## config.mk

```make
export PLATFORM = sky130hd
export DESIGN_NAME = xbar_switch_ctrl
export DESIGN_NICKNAME = d
export VERILOG_FILES = /design/src/rtl/xbar_pkg.sv /design/src/rtl/xbar_sync.sv /design/src/rtl/xbar_cmd_shift.sv /design/src/rtl/xbar_switch_bank.sv /design/src/rtl/xbar_switch_ctrl.sv
export SDC_FILE = /design/constraint.sdc
export NUM_CORES = 1
export LEC_CHECK = 0
export CORE_ASPECT_RATIO = 1.5
export CORE_UTILIZATION = 50
export DETAILED_ROUTE_END_ITERATION = 6
export DONT_BUFFER_PORTS = 1
export PLACE_DENSITY = 0.74
export SLEW_MARGIN = 0
export SYNTH_ARGS = -nofsm -noshare
export SYNTH_HDL_FRONTEND = slang
export SYNTH_SLANG_ARGS = --single-unit
```

## constraint.sdc

```tcl
create_clock -name clk -period 1.3 [get_ports clk]
set_clock_uncertainty 0.05 [all_clocks]
set_input_delay 0.13 -clock clk [delete_from_list [all_inputs] [get_ports clk]]
set_output_delay 0.13 -clock clk [all_outputs]
set_load 0.05 [all_outputs]
```

## src/rtl/xbar_pkg.sv

```systemverilog
// Package: shared constants and the address-to-switch mapping of the
// crosspoint controller. Assumes a fixed 2 x 8 array with 3 output-select bits.
package xbar_pkg;
    localparam int XB_INPUTS   = 2;
    localparam int XB_OUTPUTS  = 8;
    localparam int XB_SWITCHES = XB_INPUTS * XB_OUTPUTS;
    localparam int XB_IDX_W    = $clog2(XB_SWITCHES);

    // Map the input-select bit and output-select field to a switch bit index.
    function automatic logic [XB_IDX_W-1:0] sw_index(input logic y0, input logic [2:0] xsel);
        return {~y0, xsel ^ 3'b010};
    endfunction
endpackage

```

## src/rtl/xbar_sync.sv

```systemverilog
// Module: multi-bit synchroniser chain. Each bit passes STAGES flops.
// Assumes the bits are independent (no bus coherency needed).
module xbar_sync #(
    parameter int W      = 4,
    parameter int STAGES = 2
) (
    input  logic         clk,
    input  logic         rst_n,
    input  logic [W-1:0] din,
    output logic [W-1:0] dout
);
    logic [W-1:0] stage_q [STAGES];

    // Shift the asynchronous inputs through the flop chain.
    always_ff @(posedge clk) begin
        if (!rst_n) begin
            for (int i = 0; i < STAGES; i++) stage_q[i] <= '0;
        end else begin
            stage_q[0] <= din;
            for (int i = 1; i < STAGES; i++) stage_q[i] <= stage_q[i-1];
        end
    end

    assign dout = stage_q[STAGES-1];
endmodule

```

## src/rtl/xbar_cmd_shift.sv

```systemverilog
// Module: serial command register. On each shift strobe it takes one bit
// at the LSB, so the first bit sent ends up at the MSB and older bits fall off.
// Assumes the strobe is a single-cycle pulse in the clk domain.
module xbar_cmd_shift #(
    parameter int W = 6
) (
    input  logic         clk,
    input  logic         rst_n,
    input  logic         shift_en,
    input  logic         din,
    output logic [W-1:0] word_q
);
    // Keep only the most recent W bits.
    always_ff @(posedge clk) begin
        if (!rst_n)        word_q <= '0;
        else if (shift_en) word_q <= {word_q[W-2:0], din};
    end
endmodule

```

## src/rtl/xbar_switch_bank.sv

```systemverilog
// Module: bank of switch-enable latches. A clear pulse zeroes all of them.
// An apply pulse writes 'conn' into the one latch chosen by 'sel'.
// Assumes apply and clear are never high together.
module xbar_switch_bank #(
    parameter int N     = 16,
    parameter int SEL_W = $clog2(N)
) (
    input  logic             clk,
    input  logic             rst_n,
    input  logic             apply,
    input  logic             clear,
    input  logic             conn,
    input  logic [SEL_W-1:0] sel,
    output logic [N-1:0]     state_q
);
    for (genvar g = 0; g < N; g++) begin : g_sw
        // One latch per crosspoint: hold until addressed or cleared.
        always_ff @(posedge clk) begin
            if (!rst_n || clear)                     state_q[g] <= 1'b0;
            else if (apply && sel == SEL_W'(g))      state_q[g] <= conn;
        end
    end
endmodule

```

## src/rtl/xbar_switch_ctrl.sv

```systemverilog
// Module: top of the crosspoint controller. It synchronises the serial and
// enable inputs, shifts command bits on serial clock falls while both enables
// are low, and applies the stored command on any enable rising edge.
// Assumes the inputs are asynchronous to clk and slow compared with it.
module xbar_switch_ctrl #(
    parameter bit CLEAR_EN    = 1'b1,
    parameter int SYNC_STAGES = 2
) (
    input  logic        clk,
    input  logic        rst_n,
    input  logic        sclk_in,
    input  logic        sdata_in,
    input  logic        ena_in,
    input  logic        enb_in,
    output logic [15:0] sw_state
);
    import xbar_pkg::*;

    localparam int WORD_W = CLEAR_EN ? 6 : 5;
    localparam int MSB    = WORD_W - 1;

    logic [3:0]        sync_vec;
    logic              sclk_s, data_s, ena_s, enb_s;
    logic              sclk_prev, ena_prev, enb_prev;
    logic              en_low, shift_evt, en_rise;
    logic [WORD_W-1:0] word_q;
    logic              cmd_d, cmd_y;
    logic [2:0]        cmd_x;
    logic              clr_word, hold_word;
    logic              do_apply, do_clear;

    xbar_sync #(.W(4), .STAGES(SYNC_STAGES)) u_sync (
        .clk  (clk),
        .rst_n(rst_n),
        .din  ({sclk_in, sdata_in, ena_in, enb_in}),
        .dout (sync_vec)
    );
    assign {sclk_s, data_s, ena_s, enb_s} = sync_vec;

    // Delayed copies for edge detection in the clk domain.
    always_ff @(posedge clk) begin
        if (!rst_n) {sclk_prev, ena_prev, enb_prev} <= '0;
        else        {sclk_prev, ena_prev, enb_prev} <= {sclk_s, ena_s, enb_s};
    end

    assign en_low    = ~ena_s & ~enb_s;
    assign shift_evt = sclk_prev & ~sclk_s & en_low;
    assign en_rise   = (ena_s & ~ena_prev) | (enb_s & ~enb_prev);

    xbar_cmd_shift #(.W(WORD_W)) u_shift (
        .clk     (clk),
        .rst_n   (rst_n),
        .shift_en(shift_evt),
        .din     (data_s),
        .word_q  (word_q)
    );

    assign cmd_d = word_q[MSB];
    assign cmd_y = word_q[MSB-1];
    assign cmd_x = word_q[MSB-2 -: 3];

    if (CLEAR_EN) begin : g_clr
        assign clr_word  = ~cmd_d & ~word_q[0];
        assign hold_word =  cmd_d & ~word_q[0];
    end else begin : g_noclr
        assign clr_word  = 1'b0;
        assign hold_word = 1'b0;
    end

    assign do_clear = en_rise & clr_word;
    assign do_apply = en_rise & ~clr_word & ~hold_word;

    xbar_switch_bank #(.N(XB_SWITCHES)) u_bank (
        .clk    (clk),
        .rst_n  (rst_n),
        .apply  (do_apply),
        .clear  (do_clear),
        .conn   (cmd_d),
        .sel    (sw_index(cmd_y, cmd_x)),
        .state_q(sw_state)
    );
endmodule

```

== Yosys cells after proc, flatten, opt, wreduce, memory -nomap -nowiden ==
Memories as Yosys holds them, arrays and structs flattened.
Cells that the tools add are included.

* Bits in registers: 25
* Bits of input ports: 6
* Word-level logic and storage cells: 83
* RAM bits: 8
* Output and inout port bits: 16
* Memories: 1

{| class="wikitable"
|+ Memories
! name !! depth !! width !! read ports !! clocked after memory_dff !! wr ports !! line !! source
|-
| u_sync.stage_q || 2 || 4 || 2 || 0 || 2 || xbar_sync.sv:12 || <nowiki>logic [W-1:0] stage_q [STAGES];</nowiki>
|}

* Equality and inequality tests: 15
* Bitwise logic cells: 24
* Reductions and logical operators: 19
* Muxes and demuxes: 4

{| class="wikitable"
|+ Operators with widths
! kind !! count
|-
| 4-bit == test, second input constant || 8
|-
| 4-bit by 3-bit == test with 1-bit output, second input constant || 4
|-
| 1-bit logical AND || 16
|-
| 1-bit NOT || 11
|-
| 1-bit AND || 10
|-
| 4-bit by 2-bit == test with 1-bit output, second input constant || 2
|-
| 4-bit 2-to-1 mux || 2
|-
| 4-bit by 1-bit == test with 1-bit output, second input constant || 1
|-
| 4-bit zero test || 1
|-
| 1-bit bitwise OR || 3
|-
| 1-bit 2-to-1 mux || 2
|-
| 1-bit zero test || 1
|-
| 1-bit logical OR || 1
|}

== Longest topological paths before layout ==
* Depth in word-level cells: 6
* Gate-level depth with buffers: 5
* Gate-level depth less buffers: 3

== Cells and area by module ==
From an unflattened synthesis, not the netlist that was laid out.

* Cell total of the unflattened synthesis: 128
* Area, all modules: 1307.5 µm²

{| class="wikitable"
|+ Modules (own cells, without submodules)
! module !! times used !! seq. area each (µm²) !! area each (µm²) !! cells an instance
|-
| xbar_switch_bank || 1 || 320.3 || 710.7 || 76
|-
| xbar_sync || 1 || 160.2 || 240.2 || 20
|-
| xbar_cmd_shift || 1 || 120.1 || 229.0 || 19
|-
| xbar_switch_ctrl || 1 || 60.1 || 127.6 || 13
|}

== Least setup slack after synthesis ==
OpenSTA, ideal clock, no wires.

* Kind: register -> register
* Start point: register u_shift.word_q[1]
* End point: register u_bank.state_q[10]
* Slack: -0.105 ns
* Period minus slack after synthesis: 1.405 ns
* Arrival: 1.224 ns
* Cell stages (with the launch flop): 5
* Cell sequence: dfxtp_1 buf_6 or3b_4 a2111oi_4 o31ai_1

* Longest elaborated chain between the ends: 2

{| class="wikitable"
|+ Ends and longest elaborated chain
! what !! line !! source
|-
| from (decl) || xbar_cmd_shift.sv:11 || <nowiki>output logic [W-1:0] word_q</nowiki>
|-
| from (signal assigned) || xbar_cmd_shift.sv:16 || <nowiki>else if (shift_en) word_q <= {word_q[W-2:0], din};</nowiki>
|-
| 4-bit == test || xbar_switch_bank.sv:20 || <nowiki>else if (apply && sel == SEL_W'(g)) state_q[g] <= conn;</nowiki>
|-
| 1-bit logical AND || xbar_switch_bank.sv:20 ||
|-
| to (signal, indexed assignment) || xbar_switch_bank.sv:20 ||
|-
| to (decl) || xbar_switch_bank.sv:14 || <nowiki>output logic [N-1:0] state_q</nowiki>
|}

No other way between the ends.
A chain may end at the register's enable or synchronous reset.

== Worst setup path in the final report ==
* Start point: input rst_n
* End point: register u_bank.state_q[0]

* Longest elaborated chain between the ends: 2

{| class="wikitable"
|+ Ends and longest elaborated chain
! what !! line !! source
|-
| from (decl) || xbar_switch_ctrl.sv:10 || <nowiki>input logic rst_n,</nowiki>
|-
| 1-bit zero test || xbar_switch_bank.sv:19 || <nowiki>if (!rst_n || clear) state_q[g] <= 1'b0;</nowiki>
|-
| 1-bit logical OR || xbar_switch_bank.sv:19 ||
|}

No other way between the ends.

==> out/metrics.cfg <==
[floorplanning]
ioPinCount = 22
design.die.area_sq_mm = 0.00341
rows = 24
die_x_um = 48.0
initial_core_util = 0.534
die_h_um = 71.0
core_sq_mm = 0.00297

[placed_design]
placed_area_sq_mm = 0.00184
dp_hpwl_mm = 2.63
buffer_ports.inserted = 0
gp_congestion = 0.970

[critical_path]
crit_path_end_kind = flop
startpoint = rst_n
critPathArrivalTime_ps = 1560
r2r_start = ena_prev$_SDFF_PN0_
rrSetupSlack_ps = -90
cp_data_required_time_ps = 1450
cp_max_fo = 18
start_kind = input pin
crit_type = in -> reg
reg2reg_depth = 5
slowest_delay_ps = 920
rr_endpoint = u_bank.state_q[10]$_SDFFE_PP0P_
slowest_stage = dlygate4sd3_1
crit_chain = dlygate4sd3_1 -> nand2_1 -> o31ai_4

[sta]
period_needed_ps = 1410
setup_viol = 22
hold-worst-slack_ps = 361
min_period_over_period = 1.08
worstMarginPinSlew_ps = 603
rsz0062_at_grt = true
layout_setup_ws_ps = -107
relSlewSlack = 0.597
fmax_ghz = 0.710
tns_ps = -1210
drv_slew = 0
hold_viol_final = 0

[route]
first_pass_iters = 4
ant_nets = 0
via_per_inst = 6.25
drt_wl_total_mm = 5.00
routedWlPerCell_um = 19.8
first_iter_violations = 73
num_vias = 1582
post-route-drc-count = 0

[global_routing]
grt_pass1_wl_mm = 7.18
grt_usage = 0.304
grt-ovfl-total = 0
grt_pass1_vias = 1545
antenna_found_initial = 0
grt_start_max_net_pins = 19

[synth]
synth_top_flop_cell = dfxtp_1
synth_top_family_by_area = compound AO/OA/AOI/OAI gates
synth-seq-area-share = 0.416
synthArstFlopShare = 0
syn-num-nets = 167
synthMuxAreaShare = 0.0379
synthXorXnorAreaFrac = 0
synth_top_area_frac = 0.416
ys_warn_count = 0
yosys-top-cells-area = dfxtp_1, o2111ai_1, o31ai_1, a211oi_1, and2_1
synth.distinct_cells = 24
synth_edf_count = 0
synth_area_sq_mm = 0.00159
synth_fa_ha_area_frac = 0
syn_area_per_cell_sq_um = 9.85
syn_inst = 161
synth_simple_gate_area_share = 0.206
ys_ff_latch = 33
synth_top_cell_by_area = dfxtp_1
synth_compound_area_frac = 0.267

[status]
status = finished with violations
violations = setup timing

[final_layout]
layout-drive-gt1-share = 0.439
fin_area_sq_mm = 0.00238
postLayoutCoreUtil = 0.801
area_growth_pct = 50.2
n_antenna_cell = 0
nets = 219

[clock_tree]
clkTransAtPathRegs_ps = 70
cts_buffers = 5
h-tree-depth = 2
insertion_delay_ps = 290
clock_path_buffers = 2
clkSinkCount = 33
cts_tree = yes
cts_root_buffer = clkbuf_8

[pwr]
peakVddDrop_uv = 787
p_total_mw = 1.95
power_density_mw_per_mm2 = 820
static-leakage-power_nw = 0.833

[job]
maxCapViolations = 0

[worst_hold_path]
worst_hold_path.endpoint = u_bank.state_q[3]$_SDFFE_PP0P_
hold_depth = 4
hp-start = rst_n
min_path_type = in -> reg

layout by cell type (no fill, tap or decap), types with 5 or more instances in the layout:
cell type / instances
o2111ai_1: 16
mux2i_1: 6
and2_1: 13
clkbuf_8: 5
nor2b_1: 7
buf_4: 38
o31ai_2: 7
a211oi_2: 6
dfxtp_2: 6
o31ai_1: 7
dlygate4sd3_1: 17
buf_6: 8
a211oi_1: 5
nand2_1: 17
dfxtp_1: 26
state kept, by name (all words and copies together), names as in the netlist:
| name | count |
|---|---|
| ena_prev | 1 |
| u_shift.word_q | 6 |
| enb_prev | 1 |
| sclk_prev | 1 |
| u_sync.stage_q | 8 |
| u_bank.state_q | 16 |
cells in the mapped netlist, drive strengths merged, types with 2 or more instances:
cell type / n
nand3b: 2
mux2i: 6
and3b: 2
o31ai: 16
buf: 13
a211oi: 13
nand2: 17
clkbuf: 6
nand2b: 4
and2: 13
a2111oi: 4
o2111ai: 16
dfxtp: 33
nor2b: 10
cell type report:
class | instances | area (sq um)
clock buffers | 5 | 68.8
clock inverters | 3 | 17.5
fillers | 165 | 591
multi-input cells | 109 | 1010
flip-flops and latches | 33 | 672
well taps | 39 | 48.8
repair buffers | 64 | 566
cells by family (layout without fill, tap and decap cells):
kind of cell	after synthesis	in the layout
compound gates	49	49
buf+inv	19	72
flops	33	33
mux	6	6
simple gates	54	54
where the power goes:
part / switching, mW / leakage, nW / total (mW) / internal, mW
Sequential: 0.00785 / 0.271 / 1.03 / 1.02
Combinational: 0.0848 / 0.517 / 0.165 / 0.0799
Clock: 0.388 / 0.0439 / 0.756 / 0.369
worst max-delay path by stage:
stage	endpoint	slack [ps]	cells after the start
2_1_floorplan	u_bank.state_q[14]$_SDFFE_PP0P_	-10	4
3_3_place_gp	u_bank.state_q[8]$_SDFFE_PP0P_	-200	3
3_5_place_dp	u_bank.state_q[10]$_SDFFE_PP0P_	-340	3
4_1_cts	u_bank.state_q[10]$_SDFFE_PP0P_	-50	5
5_1_grt	u_bank.state_q[11]$_SDFFE_PP0P_	-160	3
6_report	u_bank.state_q[0]$_SDFFE_PP0P_	-110	3
routing by layer:
layer	vias to the layer above	wire length, um	share of wire	global-route usage
met4	0	244	0.049	0.191
li1	706	-	-	-
met2	89	2680	0.54	0.508
met1	761	1750	0.35	0.307
met3	26	328	0.066	0.0918
met5	-	0	0	0
per-stage QoR:
step | std cells | setup slack, ps
after CTS | 250 | -55.0
after global routing | 253 | -157
after global placement | 221 | -204
after detailed placement | 221 | -343
final | 253 | -107
after floorplan | 161 | -14.6
worst max-delay path: cells and delay by family:
| kind | cells | cell delay [ps] |
|---|---|---|
| buffers and inverters | 1 | 920 |
| AO/OA/AOI/OAI | 1 | 290 |
| AND/OR/NAND/NOR | 1 | 200 |
repair_timing:
action / CTS / global route
endpoints found under the setup margin: 22 / 22
gates cloned: 1 / 0
buffers inserted: 3 / 3
hold buffers: 17 / 0
endpoints found under the hold margin: 33 / 0
resized for setup: 30 / 22
pin swaps: 13 / 6
(Power assumes the default switching activity.)
